$ cat src/rtl/pmul_pkg.sv
package pmul_pkg;

  localparam int OPC_W = 9;

  localparam logic [OPC_W-1:0] OP_MUL_LANE     = 9'h031;
  localparam logic [OPC_W-1:0] OP_MUL_ALPHA_HI = 9'h033;
  localparam logic [OPC_W-1:0] OP_MUL_ALPHA_LO = 9'h035;
  localparam logic [OPC_W-1:0] OP_MUL_BYTE_HI  = 9'h036;
  localparam logic [OPC_W-1:0] OP_MUL_BYTE_LO  = 9'h037;
  localparam logic [OPC_W-1:0] OP_WIDE_HI      = 9'h038;
  localparam logic [OPC_W-1:0] OP_WIDE_LO      = 9'h039;

  // Where the lane pixel byte comes from.
  typedef enum logic [1:0] {
    BYTE_PACKED = 2'd0,
    BYTE_HIGH   = 2'd1,
    BYTE_LOW    = 2'd2
  } byteSel_e;

  // Where the lane coefficient comes from.
  typedef enum logic [1:0] {
    COEF_LANE     = 2'd0,
    COEF_BCAST_HI = 2'd1,
    COEF_BCAST_LO = 2'd2
  } coefSel_e;

  typedef struct packed {
    logic     s1Load;
    byteSel_e byteSel;
    coefSel_e coefSel;
    logic     s2Load;
    logic     s2Widen;
    logic     s2Zero;
  } pmulStrobe_t;

endpackage

$ cat src/rtl/pmul_lane.sv
module pmul_lane #(
  parameter int BYTE_W = 8,
  parameter int COEF_W = 16
) (
  input  logic              clk,
  input  logic              rstN,
  input  logic              load,
  input  logic [BYTE_W-1:0] pix,
  input  logic [COEF_W-1:0] coef,
  output logic [COEF_W-1:0] rounded
);
  localparam int PROD_W = BYTE_W + COEF_W + 1;
  localparam int KEEP_W = COEF_W + 1;

  logic signed [PROD_W-1:0] prod;
  logic        [KEEP_W-1:0] keepNext;
  logic        [KEEP_W-1:0] keepQ;

  // Stage 1: pixel is unsigned, so widen with a zero before the signed multiply.
  always_comb begin
    prod     = $signed({1'b0, pix}) * $signed(coef);
    keepNext = KEEP_W'(prod >>> (BYTE_W - 1));
  end

  always_ff @(posedge clk) begin
    if (!rstN)      keepQ <= '0;
    else if (load)  keepQ <= keepNext;
  end

  // Stage 2 rounding: upper COEF_W kept bits plus the first dropped bit, wrapping.
  assign rounded = keepQ[KEEP_W-1:1] + {{(COEF_W-1){1'b0}}, keepQ[0]};

endmodule

$ cat src/rtl/pmul_ctrl.sv
module pmul_ctrl
  import pmul_pkg::*;
(
  input  logic             clk,
  input  logic             rstN,
  input  logic             inValid,
  input  logic [OPC_W-1:0] opCode,
  output pmulStrobe_t      strobe,
  output logic             outValid,
  output logic             outIllegal
);
  logic     legal;
  logic     widen;
  byteSel_e byteSel;
  coefSel_e coefSel;

  logic v1;
  logic widen1;
  logic illegal1;

  always_comb begin
    legal   = 1'b1;
    widen   = 1'b0;
    byteSel = BYTE_PACKED;
    coefSel = COEF_LANE;
    case (opCode)
      OP_MUL_LANE:     ;
      OP_MUL_ALPHA_HI: coefSel = COEF_BCAST_HI;
      OP_MUL_ALPHA_LO: coefSel = COEF_BCAST_LO;
      OP_MUL_BYTE_HI:  byteSel = BYTE_HIGH;
      OP_MUL_BYTE_LO:  byteSel = BYTE_LOW;
      OP_WIDE_HI: begin byteSel = BYTE_HIGH; widen = 1'b1; end
      OP_WIDE_LO: begin byteSel = BYTE_LOW;  widen = 1'b1; end
      default:         legal = 1'b0;
    endcase
  end

  always_ff @(posedge clk) begin
    if (!rstN) begin
      v1         <= 1'b0;
      widen1     <= 1'b0;
      illegal1   <= 1'b0;
      outValid   <= 1'b0;
      outIllegal <= 1'b0;
    end else begin
      v1       <= inValid;
      outValid <= v1;
      if (inValid) begin
        widen1   <= widen;
        illegal1 <= !legal;
      end
      if (v1) outIllegal <= illegal1;
    end
  end

  always_comb begin
    strobe.s1Load  = inValid;
    strobe.byteSel = byteSel;
    strobe.coefSel = coefSel;
    strobe.s2Load  = v1;
    strobe.s2Widen = widen1;
    strobe.s2Zero  = illegal1;
  end

  p_stage1_follows_r2: assert property (@(posedge clk) disable iff (!rstN)
    inValid |=> v1);
  p_stage2_follows_r2: assert property (@(posedge clk) disable iff (!rstN)
    v1 |=> outValid);
  p_no_spurious_r2: assert property (@(posedge clk) disable iff (!rstN)
    !v1 |=> !outValid);
  p_flag_hold_r9: assert property (@(posedge clk) disable iff (!rstN)
    !v1 |=> $stable(outIllegal));

endmodule

$ cat src/rtl/pmul_datapath.sv
module pmul_datapath
  import pmul_pkg::*;
#(
  parameter int LANE_CNT = 4,
  parameter int BYTE_W   = 8,
  parameter int COEF_W   = 16
) (
  input  logic                       clk,
  input  logic                       rstN,
  input  pmulStrobe_t                strobe,
  input  logic [LANE_CNT*COEF_W-1:0] srcA,
  input  logic [LANE_CNT*COEF_W-1:0] srcB,
  output logic [LANE_CNT*COEF_W-1:0] result
);
  localparam int DATA_W   = LANE_CNT * COEF_W;
  localparam int WIDE_CNT = LANE_CNT / 2;
  localparam int SLOT_W   = 2 * COEF_W;
  localparam int WIDE_OFS = BYTE_W - 1;

  function automatic logic [DATA_W-1:0] wideMask();
    logic [DATA_W-1:0] m;
    m = '0;
    for (int i = 0; i < WIDE_CNT; i++)
      m[SLOT_W*i + WIDE_OFS +: COEF_W] = '1;
    return m;
  endfunction

  localparam logic [DATA_W-1:0] WIDE_MASK = wideMask();

  logic [COEF_W-1:0] laneRes [LANE_CNT];
  logic [DATA_W-1:0] nextResult;

  for (genvar i = 0; i < LANE_CNT; i++) begin : g_lane
    logic [BYTE_W-1:0] pix;
    logic [COEF_W-1:0] coef;

    always_comb begin
      case (strobe.byteSel)
        BYTE_HIGH: pix = srcA[COEF_W*i + BYTE_W +: BYTE_W];
        BYTE_LOW:  pix = srcA[COEF_W*i +: BYTE_W];
        default:   pix = srcA[BYTE_W*i +: BYTE_W];
      endcase
      case (strobe.coefSel)
        COEF_BCAST_HI: coef = srcB[COEF_W +: COEF_W];
        COEF_BCAST_LO: coef = srcB[0 +: COEF_W];
        default:       coef = srcB[COEF_W*i +: COEF_W];
      endcase
    end

    pmul_lane #(.BYTE_W(BYTE_W), .COEF_W(COEF_W)) u_lane (
      .clk     (clk),
      .rstN    (rstN),
      .load    (strobe.s1Load),
      .pix     (pix),
      .coef    (coef),
      .rounded (laneRes[i])
    );
  end

  always_comb begin
    nextResult = '0;
    if (strobe.s2Zero) begin
      nextResult = '0;
    end else if (strobe.s2Widen) begin
      for (int i = 0; i < WIDE_CNT; i++)
        nextResult[SLOT_W*i + WIDE_OFS +: COEF_W] = laneRes[i];
    end else begin
      for (int i = 0; i < LANE_CNT; i++)
        nextResult[COEF_W*i +: COEF_W] = laneRes[i];
    end
  end

  always_ff @(posedge clk) begin
    if (!rstN)              result <= '0;
    else if (strobe.s2Load) result <= nextResult;
  end

  p_illegal_zero_r8: assert property (@(posedge clk) disable iff (!rstN)
    (strobe.s2Load && strobe.s2Zero) |=> (result == '0));
  p_widen_gaps_r7: assert property (@(posedge clk) disable iff (!rstN)
    (strobe.s2Load && strobe.s2Widen) |=> ((result & ~WIDE_MASK) == '0));
  p_result_hold_r9: assert property (@(posedge clk) disable iff (!rstN)
    !strobe.s2Load |=> $stable(result));

endmodule

$ cat src/rtl/pmul8x16.sv
module pmul8x16
  import pmul_pkg::*;
#(
  parameter int LANE_CNT = 4,
  parameter int BYTE_W   = 8,
  parameter int COEF_W   = 16,
  localparam int DATA_W  = LANE_CNT * COEF_W
) (
  input  logic              clk,
  input  logic              rstN,
  input  logic              inValid,
  input  logic [OPC_W-1:0]  opCode,
  input  logic [DATA_W-1:0] srcA,
  input  logic [DATA_W-1:0] srcB,
  output logic              outValid,
  output logic              outIllegal,
  output logic [DATA_W-1:0] result
);
  pmulStrobe_t strobe;

  pmul_ctrl u_ctrl (
    .clk        (clk),
    .rstN       (rstN),
    .inValid    (inValid),
    .opCode     (opCode),
    .strobe     (strobe),
    .outValid   (outValid),
    .outIllegal (outIllegal)
  );

  pmul_datapath #(
    .LANE_CNT (LANE_CNT),
    .BYTE_W   (BYTE_W),
    .COEF_W   (COEF_W)
  ) u_datapath (
    .clk    (clk),
    .rstN   (rstN),
    .strobe (strobe),
    .srcA   (srcA),
    .srcB   (srcB),
    .result (result)
  );

endmodule

$ cat config.mk
export PLATFORM = sky130hd
export DESIGN_NAME = pmul8x16
export DESIGN_NICKNAME = d
export VERILOG_FILES = /design/src/rtl/pmul_pkg.sv /design/src/rtl/pmul_lane.sv /design/src/rtl/pmul_ctrl.sv /design/src/rtl/pmul_datapath.sv /design/src/rtl/pmul8x16.sv
export SDC_FILE = /design/constraint.sdc
export NUM_CORES = 2
export LEC_CHECK = 0
export ABC_AREA = 1
export BUFFER_PORTS_ARGS = -buffer_cell sky130_fd_sc_hd__clkbuf_2
export CORE_MARGIN = 2
export CORE_UTILIZATION = 50
export DETAILED_ROUTE_END_ITERATION = 7
export PLACE_DENSITY = 0.68
export SYNTH_ARGS = -nofsm -noshare
export SYNTH_HDL_FRONTEND = slang
export SYNTH_HIERARCHICAL = 1
export SYNTH_SLANG_ARGS = --single-unit
$ cat constraint.sdc
create_clock -name clk -period 11.4 [get_ports clk]
set_input_delay 1.71 -clock clk [delete_from_list [all_inputs] [get_ports clk]]
set_output_delay 1.71 -clock clk [all_outputs]
set_load 0.01 [all_outputs]
# After elaboration in Yosys (flattened, before gate mapping)
# Index checks and enable logic that the tools add are counted.
dict set report totals {
  n_memories 0
  regBits 137
  elab_cells 52
  rom_bits 0
  latch_bits 0
  out_inout_bits 66
  input_bits 140
  ram_bits 0
}
dict set report classes {
  shift 0
  bitwise 0
  muxes 18
  n_mul 4
  eq_ne 11
  reduce_logical 5
  add_sub_neg 4
  div 0
  order_cmp 0
}
# cell count
set op_table {}
lappend op_table {{multiplier 9 x 16 -> 24 bit} 4}
lappend op_table {{two-way mux 16 bit} 5}
lappend op_table {{adder 16 x 1 -> 16 bit} 4}
lappend op_table {{two-way mux 64 bit} 1}
lappend op_table {{one-hot mux 16 bit (2 select lines)} 2}
lappend op_table {{equality test 9 x 6 -> 1 bit (second input constant)} 7}
lappend op_table {{one-hot mux 8 bit (2 select lines)} 3}
lappend op_table {{two-way mux 9 bit} 1}
lappend op_table {{two-way mux 8 bit} 1}
lappend op_table {{one-hot mux 2 bit (2 select lines)} 2}
lappend op_table {{two-way mux 7 bit} 1}
lappend op_table {{OR reduction 7 bit} 1}
lappend op_table {{OR reduction 2 bit} 3}
lappend op_table {{equality test 2 x 1 -> 1 bit (second input constant)} 2}
lappend op_table {{equality test 2 bit (second input constant)} 2}
lappend op_table {{two-way mux 1 bit} 2}
lappend op_table {{zero test 1 bit} 1}

# Logic depth before layout (Yosys ltp)
dict set report logic_depth {
  ltp_word 6
  depth_mapped 37
  ltp_nobuf 34
}

# Modules after synthesis
# The synthesis kept the hierarchy.
# mod cells_each instances area_per_inst_um2 seq_area_each_um2
set by_module_without_submodules {}
lappend by_module_without_submodules {{pmul_lane (u_datapath.g_lane[2].u_lane)} 820 1 5794.3 340.3}
lappend by_module_without_submodules {{pmul_lane (u_datapath.g_lane[1].u_lane)} 823 1 5769.3 340.3}
lappend by_module_without_submodules {{pmul_lane (u_datapath.g_lane[0].u_lane)} 824 1 5719.2 340.3}
lappend by_module_without_submodules {{pmul_lane (u_datapath.g_lane[3].u_lane)} 816 1 5719.2 340.3}
lappend by_module_without_submodules {pmul_datapath 716 1 4225.3 1281.2}
lappend by_module_without_submodules {pmul_ctrl 57 1 376.6 100.1}

# Worst setup path before layout
# OpenSTA, ideal clock, no wires.
dict set report synth_path {
  kind {input-to-reg}
  from {input port opCode[7]}
  to {register u_datapath.g_lane[3].u_lane.keepQ[13]}
  path_slack_ns 4.285
  required_time_ns 11.291
  n_path_buf 3
  stages 32
  setup_time_ns 0.109
  arrival_time_ns 7.006
  cell_sequence {inv_1 -> nand2_4 -> nor2_8 -> nand3_1 -> nand2_1 -> inv_1 -> ha_1 -> buf_4 -> inv_1 -> buf_4 -> nor2_1 -> a21oi_1 -> clkbuf_1 -> nand2_1 -> fa_1 -> inv_1 -> fa_1 -> fa_1 -> inv_1 -> fa_1 -> inv_1 -> ha_1 -> nand2_1 -> inv_1 -> a21oi_1 -> nor2_1 -> nor3_1 -> nand2_1 -> nand2_1 -> nand3_1 -> nand2_1 -> inv_1}
}
# element line
set synth_lines {}
lappend synth_lines {{start: declaration} pmul8x16.sv:12} ;# input logic [OPC_W-1:0] opCode,
lappend synth_lines {{end signal: assignment} pmul_lane.sv:27} ;# else if (load) keepQ <= keepNext;
lappend synth_lines {{end: declaration} pmul_lane.sv:17} ;# logic [KEEP_W-1:0] keepQ;

==> results.cfg <==
[synthesis]
async_flop_share = 0
synthAdderAreaFrac = 0.3710
yosys.area_share.simple = 0.2348
synth_commonest_cells = inv_1, nand2_1, fa_1
yosys.area.top_type = fa_1
ys_seq_elements = 137
ys_warn_count = 6
synth_cells = 4056
synth_top_family_by_area = adder cells
synthXorXnorAreaFrac = 0.03236
synth-seq-area-share = 0.09936
synth_nets = 4777
yosysMostFrequentCell = inv_1
synthesis.area_um2 = 27600
synth_compound_area_frac = 0.07561
avgSynthCellArea_um2 = 6.806
yosysTopAreaCellShare = 0.2872
ys_types = 43
muxShareOfSynthArea = 0.003264
synth_edf_count = 0
yosys-top-cells-area = fa_1, inv_1, nand2_1
ys.flop_type = dfxtp_1

[critical_path]
crit_buf_inv = 9
cp-end-kind = flip-flop
cp_slowest_stage_delay_ns = 0.79
endpoint = u_datapath/g_lane[1].u_lane/keepQ[16]
cp.required_ns = 11.72
crit_top_cell = nand2_1
crit_start = opCode[3]
crit_arrival_ns = 9.10
reg2reg_from = u_datapath/g_lane[0].u_lane/keepQ[1]
cp.depth = 30
crit_family = adder cells
slowest_stage = a21oi_2
rr_worst_depth = 13
reg2reg_to = u_datapath/result[14]
rrSetupSlack_ns = 8.98
critical_path.max_fanout = 25
critPathKind = input port to flip-flop
startpoint_type = input port

[clocking]
clock-sinks = 137
hold_buffers = 0
numCtsBuffers = 17
path_clk_slew_ns = 0.06
cts_tree = yes
clk_latency_ns = 0.43
cts_setup_buffers = 0
max-clock-path-buffers = 2
cts-root-buf = clkbuf_16
htree_levels = 4
cts_resized = 0

[timing]
max_freq_ghz = 0.1139
slew_headroom = 0.09323
skew_ns = 0.009984
fin_setup_tns_ns = 0
setup_violations = 0
drv_slew = 0
holdWs_ns = 0.4671
worst_pin_slew_ns = 1.360
min_period_over_period = 0.7701
hold_viol = 0
fin_crit_ns = 8.779
rsz0062_at_grt = false

[power_and_ir_drop]
comb_power_share = 0.799
p_sw_frac = 0.5707
power.internal_mw = 2.721
p_per_area_nw_per_um2 = 214.1
clkPwrFrac = 0.089
p_leak_nw = 17.70
power.total_mw = 6.337
p_switching_mw = 3.617
seqPwrFrac = 0.112
vdd_drop_max_uv = 109.2

[detailed_routing]
dr.pass1.iters = 8
ant_nets = 0
drt_iter0_markers = 1992
vias = 24663
wl_um = 81800
wire_per_inst_um = 16.87
drc = 0
vias_per_cell = 5.087

[final_layout]
drive_gt1_frac = 0.09872
n_fill_cell = 5502
fin_cells = 4848
area_growth_pct = 7.216
nets = 4851

[die]
initial_core_util = 0.5030
chipHeight_um = 239.0
core_area_um2 = 54880
row_count = 86
ioPinCount = 206
die_area_um2 = 57100
die_w_um = 239.0

[grt]
grt_start_max_net_pins = 66
grt_pass1_vias = 24107
grt_pass1_wl_um = 129500
grtUsageTotal = 0.2905
antenna_found_initial = 2
overflow = 0

[status]
outcome = finished clean

[flow_run]
maxCapViolCount = 0

[placement]
dp_hpwl_um = 68170
portBuffers = 205
dp.cells = 4815
gp_congestion = 0.9506

[worst_hold_path]
worstHoldPathType = flip-flop to flip-flop
per-layer routing:
layer | vias to the layer above | track usage | part of all wire
met5 | - | 0 | 0.00016
met4 | 2 | 0.09564 | 0.034
met3 | 109 | 0.04630 | 0.075
met2 | 931 | 0.4652 | 0.44
met1 | 11681 | 0.4013 | 0.45
li1 | 11940 | - | -
layout by cell type, fill, tap and decap left out, types with 78 or more instances in the layout:
cell type and count:
nand2_1 1036, inv_1 1100, fa_1 396, a21oi_1 239, clkbuf_2 204, nor2_1 176, nand3_1 166, dfxtp_1 137
xor2_1 78, ha_1 185
area by class of cell:
| cell class | instances | area [um2] | area share |
|---|---|---|---|
| antenna | 1 | 2.502 | 0.00008455 |
| clock buffer | 18 | 439.2 | 0.01484 |
| clock inverter | 14 | 161.4 | 0.005454 |
| inverter | 1125 | 4225 | 0.1428 |
| multi-input combinational | 2604 | 19820 | 0.6696 |
| sequential | 137 | 2743 | 0.09267 |
| tap | 704 | 880.8 | 0.02976 |
| timing repair buffer | 245 | 1326 | 0.04481 |
worst min path at each step:
stage	start	to	depth (start not counted)
6_report	u_datapath/result[55]	u_datapath/result[55]	2
5_1_grt	u_datapath/result[40]	u_datapath/result[40]	2
4_1_cts	u_datapath/result[35]	u_datapath/result[35]	2
3_5_place_dp	u_datapath/result[19]	u_datapath/result[19]	2
3_3_place_gp	u_datapath/result[3]	u_datapath/result[3]	2
2_1_floorplan	u_ctrl/v1	u_ctrl/outValid	2
per-stage QoR:
step           setup slack (ns)  area (um2)    util
2_1_floorplan             4.285       27600       -
3_3_place_gp              2.387       28990  0.5283
3_5_place_dp              2.354       28990  0.5283
4_1_cts                   2.792       29590  0.5393
5_1_grt                   2.246       29590  0.5393
6_report                  2.621       29600  0.5393
worst min-delay path, cell delays in order, from the launching register on:
cell and delay, ns:
dfxtp_1 0.31, nand2_1 0.06, a21oi_1 0.05
kinds of logic after synthesis:
kind of cell    Yosys count
mux                       8
fa+ha+maj               581
buf+inv                1315
simple gates           1523
compound gates          390
flops                   137
xor+xnor                102
flip-flops by register name (all words and copies together) (netlist names):
| name | flops |
|---|---|
| u_ctrl/widen1 | 1 |
| u_ctrl/v1 | 1 |
| u_datapath/result | 64 |
| u_datapath/g_lane.u_lane/keepQ | 68 |
| u_ctrl/outIllegal | 1 |
| u_ctrl/illegal1 | 1 |
| u_ctrl/outValid | 1 |
power groups by stage:
stage	Sequential, mW	Clock [mW]	Combinational, mW
after floorplan	0.694	0	3.71
after global placement	0.714	0	4.94
after detailed placement	0.717	0	4.98
after CTS	0.708	0.573	5.00
after global routing	0.723	0.594	5.76
final	0.710	0.566	5.06
No activity file was read; power rests on OpenSTA's default activity.
